==> config.mk <==
export PLATFORM = sky130hd
export DESIGN_NAME = sample_fifo
export DESIGN_NICKNAME = d
export VERILOG_FILES = /design/src/rtl/sfifo_pkg.sv /design/src/rtl/sfifo_store.sv /design/src/rtl/sfifo_occ.sv /design/src/rtl/sfifo_attn.sv /design/src/rtl/sample_fifo.sv
export SDC_FILE = /design/constraint.sdc
export NUM_CORES = 1
export LEC_CHECK = 0
export ABC_AREA = 1
export BUFFER_PORTS_ARGS = -buffer_cell sky130_fd_sc_hd__buf_2
export CAP_MARGIN = 20
export CORE_MARGIN = 4
export CORE_UTILIZATION = 66
export DETAILED_ROUTE_END_ITERATION = 8
export PLACE_DENSITY = 0.84
export REMOVE_ABC_BUFFERS = 1
export SYNTH_ARGS = -nofsm -noshare
export SYNTH_HDL_FRONTEND = slang
export SYNTH_HIERARCHICAL = 1
export SYNTH_SLANG_ARGS = --single-unit
==> constraint.sdc <==
create_clock -name clk -period 9 [get_ports clk]
set_input_delay 1.35 -clock clk [delete_from_list [all_inputs] [get_ports clk]]
set_output_delay 1.35 -clock clk [all_outputs]
set_load 0.1 [all_outputs]
==> src/rtl/sfifo_pkg.sv <==
package sfifo_pkg;

    typedef enum logic [1:0] {
        ST_EMPTY   = 2'd0,
        ST_PARTIAL = 2'd1,
        ST_FULL    = 2'd2
    } occ_state_e;

    // Non-linear threshold set for the large sample buffer: 1, 4, 8, 12
    function automatic logic [4:0] coded_slots(input logic [1:0] code);
        logic [4:0] slots;
        if (code == 2'd0) slots = 5'd1;
        else              slots = {1'b0, code, 2'b00};
        return slots;
    endfunction

endpackage

==> src/rtl/sfifo_store.sv <==
module sfifo_store #(
    parameter int unsigned DATA_W = 24,
    parameter int unsigned DEPTH  = 16,
    localparam int unsigned AW    = (DEPTH > 1) ? $clog2(DEPTH) : 1
) (
    input  logic              clk,
    input  logic              rst_n,
    input  logic              clr,
    input  logic              wr_en,
    input  logic [DATA_W-1:0] wr_data,
    input  logic              rd_en,
    output logic [DATA_W-1:0] rd_data
);

    logic [DATA_W-1:0] mem [DEPTH];
    logic [AW-1:0]     wr_ptr;
    logic [AW-1:0]     rd_ptr;

    function automatic logic [AW-1:0] bump(input logic [AW-1:0] p);
        return (p == AW'(DEPTH - 1)) ? '0 : p + AW'(1);
    endfunction

    always_ff @(posedge clk or negedge rst_n) begin
        if (!rst_n) begin
            wr_ptr <= '0;
            rd_ptr <= '0;
        end else if (clr) begin
            wr_ptr <= '0;
            rd_ptr <= '0;
        end else begin
            if (wr_en) wr_ptr <= bump(wr_ptr);
            if (rd_en) rd_ptr <= bump(rd_ptr);
        end
    end

    always_ff @(posedge clk) begin
        if (wr_en) mem[wr_ptr] <= wr_data;
    end

    // Read word register holds its value whenever no pop is accepted
    always_ff @(posedge clk or negedge rst_n) begin
        if (!rst_n)     rd_data <= '0;
        else if (rd_en) rd_data <= mem[rd_ptr];
    end

endmodule

==> src/rtl/sfifo_occ.sv <==
module sfifo_occ
    import sfifo_pkg::*;
#(
    parameter int unsigned DEPTH = 16,
    localparam int unsigned OCW  = $clog2(DEPTH + 1)
) (
    input  logic           clk,
    input  logic           rst_n,
    input  logic           clr,
    input  logic           push,
    input  logic           pop,
    output logic           acc_push,
    output logic           acc_pop,
    output logic [OCW-1:0] occ,
    output logic           full,
    output logic           empty,
    output logic           overrun,
    output logic           underrun
);

    occ_state_e     state_q;
    occ_state_e     state_d;
    logic [OCW-1:0] occ_d;

    assign acc_push = push && !clr && (state_q != ST_FULL);
    assign acc_pop  = pop  && !clr && (state_q != ST_EMPTY);

    always_comb begin
        if (clr) occ_d = '0;
        else     occ_d = occ + OCW'(acc_push) - OCW'(acc_pop);
    end

    always_comb begin
        state_d = state_q;
        if (clr) begin
            state_d = ST_EMPTY;
        end else begin
            unique case (state_q)
                ST_EMPTY: begin
                    if (acc_push)
                        state_d = (occ_d == OCW'(DEPTH)) ? ST_FULL : ST_PARTIAL;
                end
                ST_PARTIAL: begin
                    if (occ_d == OCW'(DEPTH)) state_d = ST_FULL;
                    else if (occ_d == '0)     state_d = ST_EMPTY;
                end
                ST_FULL: begin
                    if (acc_pop)
                        state_d = (occ_d == '0) ? ST_EMPTY : ST_PARTIAL;
                end
                default: state_d = ST_EMPTY;
            endcase
        end
    end

    // State and occupancy registers
    always_ff @(posedge clk or negedge rst_n) begin
        if (!rst_n) begin
            state_q <= ST_EMPTY;
            occ     <= '0;
        end else begin
            state_q <= state_d;
            occ     <= occ_d;
        end
    end

    // Outputs decoded from the state
    always_comb begin
        full  = 1'b0;
        empty = 1'b0;
        unique case (state_q)
            ST_EMPTY:   empty = 1'b1;
            ST_PARTIAL: ;
            ST_FULL:    full  = 1'b1;
            default:    empty = 1'b1;
        endcase
    end

    always_ff @(posedge clk or negedge rst_n) begin
        if (!rst_n) begin
            overrun  <= 1'b0;
            underrun <= 1'b0;
        end else begin
            overrun  <= push && !clr && (state_q == ST_FULL);
            underrun <= pop  && !clr && (state_q == ST_EMPTY);
        end
    end

    AST_FULL_MATCHES_OCC: assert property (@(posedge clk) disable iff (!rst_n)
        (state_q == ST_FULL) == (occ == OCW'(DEPTH)));
    AST_EMPTY_MATCHES_OCC: assert property (@(posedge clk) disable iff (!rst_n)
        (state_q == ST_EMPTY) == (occ == '0));
    AST_CLR_EMPTIES: assert property (@(posedge clk) disable iff (!rst_n)
        clr |=> (occ == '0) && (state_q == ST_EMPTY));
    AST_NO_OVERFLOW: assert property (@(posedge clk) disable iff (!rst_n)
        (push && !pop && !clr && full) |=> $stable(occ) && overrun);
    AST_PUSHPOP_KEEP: assert property (@(posedge clk) disable iff (!rst_n)
        (push && pop && !clr && state_q == ST_PARTIAL) |=> $stable(occ));

endmodule

==> src/rtl/sfifo_attn.sv <==
module sfifo_attn
    import sfifo_pkg::*;
#(
    parameter int unsigned DEPTH       = 16,
    parameter bit          IS_TX       = 1'b0,
    parameter bit          LINEAR_CODE = 1'b0,
    parameter int unsigned CNT_W       = 5,
    localparam int unsigned OCW        = $clog2(DEPTH + 1)
) (
    input  logic [OCW-1:0]   occ,
    input  logic [1:0]       code,
    output logic [CNT_W-1:0] count,
    output logic             attn
);

    logic [CNT_W-1:0] thr;

    generate
        if (IS_TX) begin : g_free
            assign count = CNT_W'(DEPTH) - CNT_W'(occ);
        end else begin : g_used
            assign count = CNT_W'(occ);
        end

        if (LINEAR_CODE) begin : g_linear
            assign thr = CNT_W'(code) + CNT_W'(1);
        end else begin : g_coded
            assign thr = CNT_W'(coded_slots(code));
        end
    endgenerate

    assign attn = (count >= thr);

endmodule

==> src/rtl/sample_fifo.sv <==
module sample_fifo #(
    parameter int unsigned DATA_W      = 24,
    parameter int unsigned DEPTH       = 16,
    parameter bit          IS_TX       = 1'b0,
    parameter bit          LINEAR_CODE = 1'b0,
    parameter int unsigned CNT_W       = 5
) (
    input  logic              clk,
    input  logic              rst_n,
    input  logic              clr_i,
    input  logic [1:0]        lvl_code_i,
    input  logic              push_i,
    input  logic [DATA_W-1:0] push_data_i,
    output logic              full_o,
    input  logic              pop_i,
    output logic [DATA_W-1:0] pop_data_o,
    output logic              empty_o,
    output logic [CNT_W-1:0]  count_o,
    output logic              attn_o,
    output logic              overrun_o,
    output logic              underrun_o
);

    localparam int unsigned OCW = $clog2(DEPTH + 1);

    logic           acc_push;
    logic           acc_pop;
    logic [OCW-1:0] occ;

    sfifo_occ #(.DEPTH(DEPTH)) u_occ (
        .clk      (clk),
        .rst_n    (rst_n),
        .clr      (clr_i),
        .push     (push_i),
        .pop      (pop_i),
        .acc_push (acc_push),
        .acc_pop  (acc_pop),
        .occ      (occ),
        .full     (full_o),
        .empty    (empty_o),
        .overrun  (overrun_o),
        .underrun (underrun_o)
    );

    sfifo_store #(.DATA_W(DATA_W), .DEPTH(DEPTH)) u_store (
        .clk     (clk),
        .rst_n   (rst_n),
        .clr     (clr_i),
        .wr_en   (acc_push),
        .wr_data (push_data_i),
        .rd_en   (acc_pop),
        .rd_data (pop_data_o)
    );

    sfifo_attn #(
        .DEPTH       (DEPTH),
        .IS_TX       (IS_TX),
        .LINEAR_CODE (LINEAR_CODE),
        .CNT_W       (CNT_W)
    ) u_attn (
        .occ   (occ),
        .code  (lvl_code_i),
        .count (count_o),
        .attn  (attn_o)
    );

    AST_COUNT_BOUND: assert property (@(posedge clk) disable iff (!rst_n)
        count_o <= CNT_W'(DEPTH));
    AST_UNDERRUN_HOLD: assert property (@(posedge clk) disable iff (!rst_n)
        (pop_i && empty_o && !clr_i) |=> $stable(pop_data_o) && underrun_o);
    AST_CLR_NO_PULSE: assert property (@(posedge clk) disable iff (!rst_n)
        clr_i |=> !overrun_o && !underrun_o);

endmodule

==> impl_results.md <==
* Largest stage delay, worst path at 410 ps
* GRT overflow at 0
* CP Launch Point: lvl_code_i[1]
* Family with the most delay on the worst path: buffers and inverters
* Post-CTS Setup Inserts at 0
* Slew margin rel. at 25.88%
* Met3 Wirelength at 3973 um
* CP startpoint kind: primary input
* Final slew viol count at 0
* All-Layer GR Usage at 28.36%
* Largest cells by area after synthesis: edfxtp_1 (66%), nand2_1 (14%), nand3_1 (5.8%), dfrtp_1 (5.8%), a21oi_1 (1.5%)
* Synth async-reset ratio at 9.647%
* Clk root buf: clkbuf_16
* Clk sinks at 425
* IO Count at 65
* Initial antenna violation count at 0
* WL met2 at 20430 um
* Dpl hpwl at 21650 um
* Final setup vio count at 0
* Cell Int Power at 3371 uW
* Sequential power share at 45.5%
* CP bufs+invs at 4
* Post-DRT Antenna Nets at 0
* RePlAce Congestion at 0.8036
* RR Startpoint: u_store/rd_ptr[0]
* Synth area leader: edfxtp_1
* Number of vias per cell at 6.039
* Buffers on Ports at 64
* Worst Path Required at 7650 ps
* R2R cell count at 10
* Global-route wire length before repair at 63560 um
* Largest net degree at the start of global routing at 102
* DR top layer: met4
* Nets@finish at 1642
* CP Cell Sequence: buf_2 -> inv_1 -> ha_1 -> nand2_1 -> inv_1 -> nand3_1 -> nand2_1 -> buf_2
* # fillers at 1614
* Clk slew on worst S/H paths at 60 ps
* Max Root-Sink Buffers at 3
* Synth Register Bits at 425
* M1 wire length at 15280 um
* Post-Route WL at 40880 um
* Post-Syn Instances at 1558
* Min-delay worst type: reg -> reg
* FF-to-FF setup slack at 5470 ps
* Arrival @ worst endpoint at 2430 ps
* Die W at 171.2 um
* Pleak at 0.007542 uW
* Synth top cells by count: nand2_1 (640), edfxtp_1 (384), nand3_1 (205)
* Clk Latency, worst-skew pair at 540 ps
* Post-route clock period utilization at 41.96%
* Pwr/cell area at 261.0 nW/um^2
* Slowest-stage cell, CP: buf_2
* Sw frac at 33.14%
* Number of distinct library cells after synthesis at 29
* # hold bufs at CTS at 0
* CP Capture Point: attn_o
* Post-layout util at 73.92%
* Most used DFF post-synth: edfxtp_1
* Post-synthesis sequential area ratio at 71.41%
* CTS Buf Count at 42
* Ys Warns at 6
* Worst reg2reg path endpoint: u_store/rd_data[23]
* TNS Setup at 0 ps
* DR WL/cell at 20.85 um
* Site Rows at 59
* Max Clk Rate at 0.2648 GHz
* Most frequent cell after synthesis: nand2_1
* Combinational share of power at 22.4%
* Post-route minimum period at 3776 ps
* Stages on worst setup path at 8
* CORE AREA at 26130 um^2
* Post-synth EDFFs at 384
* Final hold vios at 0
* Crit path max fanout at 2
* CTS tree: built
* Clock power share at 32.1%
* Slew @ Worst Pin at 1112 ps
* Post-route DRC at 0
* Vias in the first global route at 11760
* Share of layout cells above drive strength 1 at 10.65%
* Area Overhead vs Synth at 9.855%
* Switching power at 1671 uW
* Synthesized cell area at 17580 um^2
* FF+latch area at 12560 um^2
* Critical Path Sink Type: primary output
* Synth top area share at 65.58%
* Die area at 29320 um^2
* Max_cap viols at 0
* Starting DRC count in detailed routing at 1500
* CP Class: in -> out
* # diodes at 0
* CTS H-tree lvls at 2
* Clock Skews at 10.06 ps
* Pre-Repair DR Iteration Count at 6
* Area of the multi-input gates at 4488 um^2
* Die H at 171.2 um
* VDD IR max at 237.2 uV
* Synth Area per Inst at 11.29 um^2
* RSZ-0062 raised after global routing: no
* CTS resizes at 0
* Initial Utilization at 67.29%
* Status: completed
* Via Count at 11840
[registers in the layout (all words and copies together), names as in the netlist]
register and count:
u_store/rd_ptr 4, u_store/rd_data 24, u_store/mem 384, u_occ/occ 5, u_store/wr_ptr 4, u_occ/underrun 1
u_occ/overrun 1, u_occ/state_q 2
[through the flow]
stage          instance area, um^2  hold WS [ps]  power, uW  setup slack (ps)  instances
3_5_place_dp                 18060         461.3       3449              4839       1884
5_1_grt                      19320         494.3       5227              5127       1960
2_1_floorplan                17110         497.1       3222              2589       1474
6_report                     19320         476.5       5041              5224       1960
4_1_cts                      19320         479.2       5055              5219       1960
3_3_place_gp                 18060         458.4       3418              4923       1884
[how the worst min path moves through the flow]
| stage | slack [ps] | from | end | cells past startpoint |
|---|---|---|---|---|
| floorplan | 500 | u_occ/state_q[1] | u_occ/state_q[1] | 2 |
| global placement | 460 | u_store/rd_data[18] | u_store/rd_data[18] | 2 |
| detailed placement | 460 | u_store/rd_data[3] | u_store/rd_data[3] | 2 |
| CTS | 480 | u_store/rd_data[9] | u_store/rd_data[9] | 2 |
| global route | 490 | u_store/rd_data[9] | u_store/rd_data[9] | 2 |
| finish | 480 | u_store/rd_data[2] | u_store/rd_data[2] | 2 |
[logic make-up after synthesis]
logic type,after synthesis,synth area share [%]
and+or+nand+nor,916,21.51
DFF,425,71.41
buffers and inverters,134,3.793
AOI/OAI and AO/OA,65,1.964
adders and majority gates,18,1.323
[cell type report]
type                    instances  share of cell area (%)
flip-flops and latches        425                   65.03
multi-input cells             999                   23.23
clock buffers                  56                   5.875
well taps                     335                   2.170
repair buffers                 75                   2.086
inverters                      50                  0.9845
clock inverters                20                  0.6218
[power by group through the flow]
| stage | registers [uW] | logic, uW | clock network (uW) |
|---|---|---|---|
| finish | 2290 | 1130 | 1620 |
| global route | 2300 | 1210 | 1710 |
| CTS | 2290 | 1130 | 1640 |
| detailed placement | 2330 | 1120 | 0 |
| global placement | 2330 | 1090 | 0 |
| floorplan | 2750 | 468 | 0 |
[worst min-delay path, cell delays in order, from the launching register on]
cell and delay [ps]:
dfrtp_1 340, nand2_1 50, nand2_1 50
[placed cells by master (no fill, tap or decap)]
cell type and count:
o31ai_1 1, clkbuf_16 43, o21bai_2 2, nand2_4 2
inv_2 7, clkbuf_8 1, nand2_1 640, nor2_2 3
a21oi_1 52, nor2_1 36, dfrtp_1 39, inv_1 41
a211oi_1 1, dfrtp_2 1, inv_6 2, nor3_2 2
o22ai_1 2, nand3b_1 1, nand2_2 2, clkinv_1 11
o21ai_0 7, bufinv_16 1, inv_4 1, nor2_4 20
edfxtp_1 384, fa_1 1, buf_4 11, clkbuf_1 12
dfrtp_4 1, nand3_2 3, clkinv_2 7, nor3_1 2
buf_2 64, nand3_1 205, ha_1 17
[per-layer routing]
metal | vias to the layer above | GRT usage [%]
met4 | 0 | 11.71
met5 | - | 0
met2 | 687 | 46.93
met1 | 5693 | 37.95
li1 | 5357 | -
met3 | 100 | 4.964
(Power assumes the default switching activity.)
